## src/rtl/spi_seq_pkg.sv

```systemverilog
package spi_seq_pkg;
   typedef enum logic [1:0] {
      SQ_IDLE = 2'd0,
      SQ_SEND = 2'd1,
      SQ_WAIT = 2'd2,
      SQ_PUSH = 2'd3
   } seq_state_t;
endpackage

```

## src/rtl/spi_byte_shifter.sv

```systemverilog
module spi_byte_shifter #(
   parameter int HALF_DIV = 2
) (
   input  logic       clk,
   input  logic       rst_n,
   input  logic       start,
   input  logic [7:0] tx_byte,
   output logic [7:0] rx_byte,
   output logic       busy,
   output logic       done,
   output logic       sclk,
   output logic       mosi,
   input  logic       miso
);
   localparam int DIV_W = (HALF_DIV > 1) ? $clog2(HALF_DIV) : 1;

   logic       tick;
   logic [7:0] tx_sh;
   logic [2:0] bit_q;

   generate
      if (HALF_DIV < 1) begin : g_bad_div
         $error("HALF_DIV must be at least 1");
      end
      if (HALF_DIV == 1) begin : g_nodiv
         assign tick = 1'b1;
      end else begin : g_div
         logic [DIV_W-1:0] div_q;
         always_ff @(posedge clk or negedge rst_n) begin
            if (!rst_n)                                  div_q <= '0;
            else if (!busy || div_q == DIV_W'(HALF_DIV-1)) div_q <= '0;
            else                                         div_q <= div_q + DIV_W'(1);
         end
         assign tick = (div_q == DIV_W'(HALF_DIV-1));
      end
   endgenerate

   always_ff @(posedge clk or negedge rst_n) begin
      if (!rst_n) begin
         busy    <= 1'b0;
         done    <= 1'b0;
         sclk    <= 1'b0;
         tx_sh   <= '0;
         rx_byte <= '0;
         bit_q   <= '0;
      end else begin
         done <= 1'b0;
         if (start && !busy) begin
            busy  <= 1'b1;
            tx_sh <= tx_byte;
            sclk  <= 1'b0;
            bit_q <= '0;
         end else if (busy && tick) begin
            if (!sclk) begin
               sclk    <= 1'b1;
               rx_byte <= {rx_byte[6:0], miso};
            end else begin
               sclk  <= 1'b0;
               tx_sh <= {tx_sh[6:0], 1'b0};
               if (bit_q == 3'd7) begin
                  busy <= 1'b0;
                  done <= 1'b1;
               end else begin
                  bit_q <= bit_q + 3'd1;
               end
            end
         end
      end
   end

   assign mosi = tx_sh[7];

   // SCLK rests low between exchanges
   p_sclk_idle_r4: assert property (@(posedge clk) disable iff (!rst_n)
      !busy |-> !sclk);
   // MOSI holds while SCLK stays high
   p_mosi_hold_r4: assert property (@(posedge clk) disable iff (!rst_n)
      (sclk && $past(sclk)) |-> $stable(mosi));
endmodule

```

## src/rtl/spi_burst_counter.sv

```systemverilog
module spi_burst_counter #(
   parameter int BURST_W = 12,
   parameter int DATA_W  = 32
) (
   input  logic               clk,
   input  logic               rst_n,
   input  logic [BURST_W-1:0] cfg_len_m1,
   input  logic               load,
   input  logic               dec,
   output logic               exhausted,
   output logic               last_byte
);
   localparam int CNT_W  = BURST_W + 2;
   localparam int BYTES  = DATA_W / 8;
   localparam int BYTE_W = $clog2(BYTES) + 1;
   localparam logic [CNT_W-1:0] WORD_BITS = CNT_W'(DATA_W);

   logic signed [CNT_W-1:0] rem_q, eff;
   logic [CNT_W-1:0]        cfg_len, word_bits, nbytes;
   logic [BYTE_W-1:0]       left_q;

   always_comb begin
      cfg_len   = {2'b00, cfg_len_m1} + CNT_W'(1);
      eff       = exhausted ? $signed(cfg_len) : rem_q;
      word_bits = ($unsigned(eff) > WORD_BITS) ? WORD_BITS : $unsigned(eff);
      nbytes    = (word_bits + CNT_W'(7)) >> 3;
   end

   assign exhausted = rem_q[CNT_W-1] || (rem_q == '0);
   assign last_byte = (left_q == BYTE_W'(1));

   always_ff @(posedge clk or negedge rst_n) begin
      if (!rst_n) begin
         rem_q  <= '0;
         left_q <= '0;
      end else if (load) begin
         rem_q  <= eff;
         left_q <= nbytes[BYTE_W-1:0];
      end else if (dec) begin
         rem_q  <= rem_q - $signed(CNT_W'(8));
         left_q <= left_q - BYTE_W'(1);
      end
   end

   // starting a word with nothing left reloads the configured length
   p_reload_r1: assert property (@(posedge clk) disable iff (!rst_n)
      (load && exhausted) |=> ($unsigned(rem_q) == $past(cfg_len)));
   // each exchanged byte consumes eight bits
   p_dec_r2: assert property (@(posedge clk) disable iff (!rst_n)
      dec |=> (rem_q == $past(rem_q) - $signed(CNT_W'(8))));
   // never more byte exchanges than lanes in a word
   p_lanes_r2: assert property (@(posedge clk) disable iff (!rst_n)
      left_q <= BYTE_W'(BYTES));
endmodule

```

## src/rtl/spi_burst_seq.sv

```systemverilog
module spi_burst_seq #(
   parameter int DATA_W   = 32,
   parameter int BURST_W  = 12,
   parameter int HALF_DIV = 2
) (
   input  logic               clk,
   input  logic               rst_n,
   input  logic [BURST_W-1:0] cfg_burst_m1,
   input  logic               cfg_master,
   input  logic               cfg_start_ctl,
   input  logic               cfg_ss_wave,
   input  logic               go,
   output logic               xch,
   input  logic               tx_empty,
   input  logic [DATA_W-1:0]  tx_data,
   output logic               tx_pop,
   input  logic               rx_full,
   output logic               rx_push,
   output logic [DATA_W-1:0]  rx_data,
   output logic               rx_ovf,
   output logic               xfer_done,
   output logic               sclk,
   output logic               mosi,
   input  logic               miso
);
   import spi_seq_pkg::*;

   localparam int BYTES = DATA_W / 8;
   localparam int IDX_W = $clog2(BYTES);

   generate
      if (DATA_W % 8 != 0 || DATA_W < 16) begin : g_bad_width
         $error("DATA_W must be a multiple of 8 and at least 16");
      end
      if ((1 << BURST_W) < DATA_W) begin : g_bad_burst
         $error("BURST_W too narrow to express a full word");
      end
   endgenerate

   seq_state_t        st_q;
   logic              xch_q;
   logic [DATA_W-1:0] word_q, rx_acc;
   logic [IDX_W-1:0]  idx_q;
   logic              multi, run, start_word, empty_go;
   logic              byte_busy, byte_done, exhausted, last_byte;
   logic [7:0]        rx_byte;

   assign multi      = cfg_master & ~cfg_start_ctl & cfg_ss_wave;
   assign run        = cfg_master & (xch_q | cfg_start_ctl);
   assign start_word = (st_q == SQ_IDLE) && run && !tx_empty;
   assign empty_go   = (st_q == SQ_IDLE) && cfg_master && xch_q && tx_empty;
   assign tx_pop     = start_word;
   assign xch        = xch_q;

   spi_burst_counter #(.BURST_W(BURST_W), .DATA_W(DATA_W)) u_cnt (
      .clk        (clk),
      .rst_n      (rst_n),
      .cfg_len_m1 (cfg_burst_m1),
      .load       (start_word),
      .dec        (byte_done),
      .exhausted  (exhausted),
      .last_byte  (last_byte)
   );

   spi_byte_shifter #(.HALF_DIV(HALF_DIV)) u_shift (
      .clk     (clk),
      .rst_n   (rst_n),
      .start   (st_q == SQ_SEND),
      .tx_byte (word_q[7:0]),
      .rx_byte (rx_byte),
      .busy    (byte_busy),
      .done    (byte_done),
      .sclk    (sclk),
      .mosi    (mosi),
      .miso    (miso)
   );

   always_ff @(posedge clk or negedge rst_n) begin
      if (!rst_n) begin
         st_q      <= SQ_IDLE;
         xch_q     <= 1'b0;
         word_q    <= '0;
         rx_acc    <= '0;
         idx_q     <= '0;
         rx_push   <= 1'b0;
         rx_data   <= '0;
         rx_ovf    <= 1'b0;
         xfer_done <= 1'b0;
      end else begin
         rx_push   <= 1'b0;
         rx_ovf    <= 1'b0;
         xfer_done <= 1'b0;
         case (st_q)
            SQ_IDLE: begin
               if (start_word) begin
                  word_q <= tx_data;
                  rx_acc <= '0;
                  idx_q  <= '0;
                  if (multi) xch_q <= 1'b1;
                  st_q   <= SQ_SEND;
               end else if (empty_go) begin
                  xch_q     <= 1'b0;
                  xfer_done <= 1'b1;
               end
            end
            SQ_SEND: st_q <= SQ_WAIT;
            SQ_WAIT: begin
               if (byte_done) begin
                  rx_acc[{idx_q, 3'b000} +: 8] <= rx_byte;
                  idx_q  <= idx_q + IDX_W'(1);
                  word_q <= word_q >> 8;
                  st_q   <= last_byte ? SQ_PUSH : SQ_SEND;
               end
            end
            default: begin
               if (rx_full) rx_ovf <= 1'b1;
               else begin
                  rx_push <= 1'b1;
                  rx_data <= rx_acc;
               end
               if ((exhausted && !multi) || tx_empty) xfer_done <= 1'b1;
               if (tx_empty) xch_q <= 1'b0;
               st_q <= SQ_IDLE;
            end
         endcase
         if (go) xch_q <= 1'b1;
      end
   end

   // the FIFO is never popped during a byte exchange
   p_no_pop_busy_r10: assert property (@(posedge clk) disable iff (!rst_n)
      byte_busy |-> !tx_pop);
   // a finished word is either pushed or flagged, never both
   p_push_xor_ovf_r5: assert property (@(posedge clk) disable iff (!rst_n)
      !(rx_push && rx_ovf));
   // the exchange request only drops together with a completion pulse
   p_xch_fall_r8: assert property (@(posedge clk) disable iff (!rst_n)
      $fell(xch_q) |-> xfer_done);
   // a receive word leaves only after its last byte came back
   p_push_after_byte_r3: assert property (@(posedge clk) disable iff (!rst_n)
      rx_push |-> $past(byte_done, 2));
endmodule

```

## config.mk

```make
export PLATFORM = sky130hd
export DESIGN_NAME = spi_burst_seq
export DESIGN_NICKNAME = d
export VERILOG_FILES = /design/src/rtl/spi_seq_pkg.sv /design/src/rtl/spi_byte_shifter.sv /design/src/rtl/spi_burst_counter.sv /design/src/rtl/spi_burst_seq.sv
export SDC_FILE = /design/constraint.sdc
export NUM_CORES = 1
export LEC_CHECK = 0
export BUFFER_PORTS_ARGS = -buffer_cell sky130_fd_sc_hd__buf_2
export CORE_ASPECT_RATIO = 0.8
export CORE_MARGIN = 4
export CORE_UTILIZATION = 51
export DETAILED_ROUTE_END_ITERATION = 7
export HOLD_SLACK_MARGIN = 0.08
export PLACE_DENSITY = 0.77
export SLEW_MARGIN = 10
export SYNTH_ARGS = -nofsm -noshare
export SYNTH_HDL_FRONTEND = slang
export SYNTH_SLANG_ARGS = --single-unit
```

## constraint.sdc

```tcl
create_clock -name clk -period 6.4 [get_ports clk]
set_input_delay 0.32 -clock clk [delete_from_list [all_inputs] [get_ports clk]]
set_output_delay 0.32 -clock clk [all_outputs]
set_load 0.03 [all_outputs]
```

==> metrics.md <==
| Metric | Value |
|---|---|
| Syn-to-layout area delta | `17.7%` |
| XOR/XNOR share of the synthesized area | `0.0223` |
| Hold path depth | `2` |
| Clock buffer depth | `2` |
| Worst-Skew Late Latency | `0.41 ns` |
| Final setup TNS | `0 ns` |
| Int Pwr | `2.16 mW` |
| Routed Antenna Nets | `0` |
| Port bufs | `91` |
| Synth top cells by count | `dfrtp_1, nand2_1, o21ai_0` |
| Net Sw Power | `1.31 mW` |
| P_leak | `3.71 nW` |
| Largest net degree at the start of global routing | `76` |
| Final slew viol count | `0` |
| First-pass GRT wire length | `24,500 um` |
| WL final | `14,900 um` |
| I/O pins | `92` |
| Sequential group share of total power | `0.411` |
| Post-synth EDFFs | `0` |
| CORE AREA | `0.0129 mm^2` |
| Status | `complete, no violations` |
| Number of unique standard cell types used by synthesis | `52` |
| Skew final | `0.00825 ns` |
| Detail Placement HPWL | `10,400 um` |
| Syn. warnings | `0` |
| Layout cells sized above 1 | `0.218` |
| Seq/Total Area, Yosys | `0.539` |
| RSZ-0062 raised after global routing | `no` |
| Minimum clock period after layout | `4.08 ns` |
| Fin crit share | `0.637` |
| Drt pass-1 iters | `5` |
| Comb power frac | `0.305` |
| Critical Path RT | `6.63 ns` |
| Die W | `136 um` |
| Worst-case reg-to-reg path depth | `7` |
| Initial antenna violation count | `0` |
| FP Rows | `37` |
| Number of synthesized register bits | `144` |
| Syn Inst Count | `677` |
| Post-synthesis mux area share | `0.102` |
| Flop2flop setup slack | `2.32 ns` |
| Slew headroom | `0.267` |
| CP Max Fanout | `70` |
| Post-Syn Area | `0.00669 mm^2` |
| HP Class | `input port to flip-flop` |
| DRC | `0` |
| CTS Root Cell | `clkbuf_16` |
| PD cells | `440 mW/mm^2` |
| Detailed-route wire length per cell | `15.6 um` |
| Vias in the first global route | `5,052` |
| Slew @ Worst Pin | `1.10 ns` |
| Gp weighted congestion | `0.917` |
| Peak supply drop | `240 uV` |
| Power Total | `3.47 mW` |
| Initial Util | `0.520` |
| Synth async-reset ratio | `1.00` |
| F_max | `0.245 GHz` |
| GR Overflow Total | `0` |
| Final nets | `829` |
| Antenna diodes | `0` |
| Core Util, Final | `0.612` |
| Synth Flop Type | `dfrtp_1` |
| Clock power frac | `0.284` |
| CTS tree | `yes` |
| Count leader, synth | `dfrtp_1` |
| Die area | `0.0150 mm^2` |
| Setup crit start kind | `flip-flop` |
| Setup violators final | `0` |
| H-tree depth | `4` |
| Arrival @ worst endpoint | `4.31 ns` |
| Top cell type's share of synthesized area | `0.539` |
| Clk sinks | `144` |
| Via count | `5,178` |
| Kind of critical path | `flip-flop to flip-flop` |
| Synthesized area per cell | `9.88 um^2` |
| Die Ht | `110 um` |
| Adder-cell area share of the yosys netlist | `0.0281` |
| Initial drt markers | `307` |
| Max_cap viols | `0` |
| Gr usage total | `0.203` |
| Synth Area in Compound Gates | `0.118` |
| Total CTS buffers | `17` |
| Clk slew on worst S/H paths | `0.06 ns` |
| Syn_nets | `745` |
| Area leader, netlist | `dfrtp_1` |
| Fillers | `1,071` |
| Area contributors post-synth | `dfrtp_1, nand2_1, o21ai_0, mux2_2, mux2i_1` |
| Dominant combinational cell family by area after synthesis | `simple AND/OR/NAND/NOR gates` |
| Final hold violations | `0` |
| Sw Share | `0.377` |
| Element type at the critical path end | `flip-flop` |
| Vias per std cell | `5.46` |
| Post-Synth Simple-Gate Area | `0.159` |
-- routing by layer --
metal  routed length (um)  global-route usage  share of wire
met2                 6980               0.309           0.47
met4                  283              0.0665          0.019
met1                 6770               0.284           0.46
met5                    0                   0              0
met3                  815              0.0510          0.055
-- power by group through the flow --
stage | Combinational [mW] | Sequential [mW] | Clock (mW)
2_1_floorplan | 0.734 | 1.45 | 0
3_3_place_gp | 1.00 | 1.41 | 0
3_5_place_dp | 1.06 | 1.43 | 0
4_1_cts | 1.07 | 1.42 | 0.997
5_1_grt | 1.19 | 1.46 | 1.04
6_report | 1.06 | 1.43 | 0.985
-- layout by cell type (no fill, tap or decap), types with 14 or more instances in the layout --
cell type / instances
dfrtp_1: 144
nand2_1: 135
buf_2: 90
o21ai_0: 87
nor2_1: 35
mux2i_1: 32
mux2_2: 32
nand3_1: 30
inv_1: 24
a21oi_1: 21
clkbuf_16: 17
ha_1: 14
-- critical path, cell delays in order (launching register included) --
cell and delay [ns]:
dfrtp_1 0.45, inv_1 0.12, ha_2 0.78, inv_1 0.45, o22ai_1 0.42, a21o_2 0.84
o21bai_1 0.55, o21ai_0 0.28
-- cell type report --
class	count	area, um^2	share of cell area
Sequential cell	144	3600	0.458
Multi-Input combinational cell	479	2880	0.366
Timing Repair Buffer	94	487	0.0618
Clock buffer	18	439	0.0558
Tap cell	175	219	0.0278
Clock inverter	14	154	0.0195
Inverter	25	93.8	0.0119
-- state kept, by name, summed over array words and instances (netlist names) --
signal / flops
rx_data: 32
rx_push: 1
u_shift.g_div.div_q: 1
st_q: 2
rx_ovf: 1
rx_acc: 32
idx_q: 2
u_shift.rx_byte: 8
u_shift.done: 1
u_shift.busy: 1
xch: 1
u_shift.tx_sh: 8
word_q: 32
u_shift.sclk: 1
u_cnt.left_q: 3
u_cnt.rem_q: 14
xfer_done: 1
u_shift.bit_q: 3
-- logic make-up (layout without fill, tap and decap cells) --
kind of cell,Yosys count,in the layout
XOR/XNOR,17,17
buffers and inverters,54,151
AO/OA/AOI/OAI,141,141
flip-flops,144,144
AND/OR/NAND/NOR,242,242
multiplexers,64,64
adder cells (fa/ha/maj),15,15
-- stage by stage --
stage | hold slack, ns | area, um^2 | std cells | setup slack [ns]
final | 0.140 | 7880 | 949 | 2.32
after global routing | 0.129 | 7880 | 949 | 1.95
after CTS | 0.130 | 7880 | 949 | 2.31
after detailed placement | 0.377 | 7270 | 916 | 2.41
after global placement | 0.371 | 7270 | 916 | 2.65
after floorplan | 0.0244 | 6690 | 677 | 4.13
-- path summary, 6_finish.rpt --
kind	end	start
max reg2reg	rx_acc[10]	st_q[0]
max in group asynchronous	u_shift.rx_byte[3]	rst_n
min in group asynchronous	u_cnt.rem_q[9]	rst_n
min reg2reg	rx_acc[5]	rx_acc[5]
min	rx_ovf	rx_full
max	rx_acc[10]	st_q[0]
-- timing repair --
| action | CTS | global route |
|---|---|---|
| hold endpoints to repair | 69 | 0 |
| resized for setup | 0 | 0 |
| buffers inserted | 0 | 0 |
| hold buffers | 1 | 0 |
(Power assumes the default switching activity.)
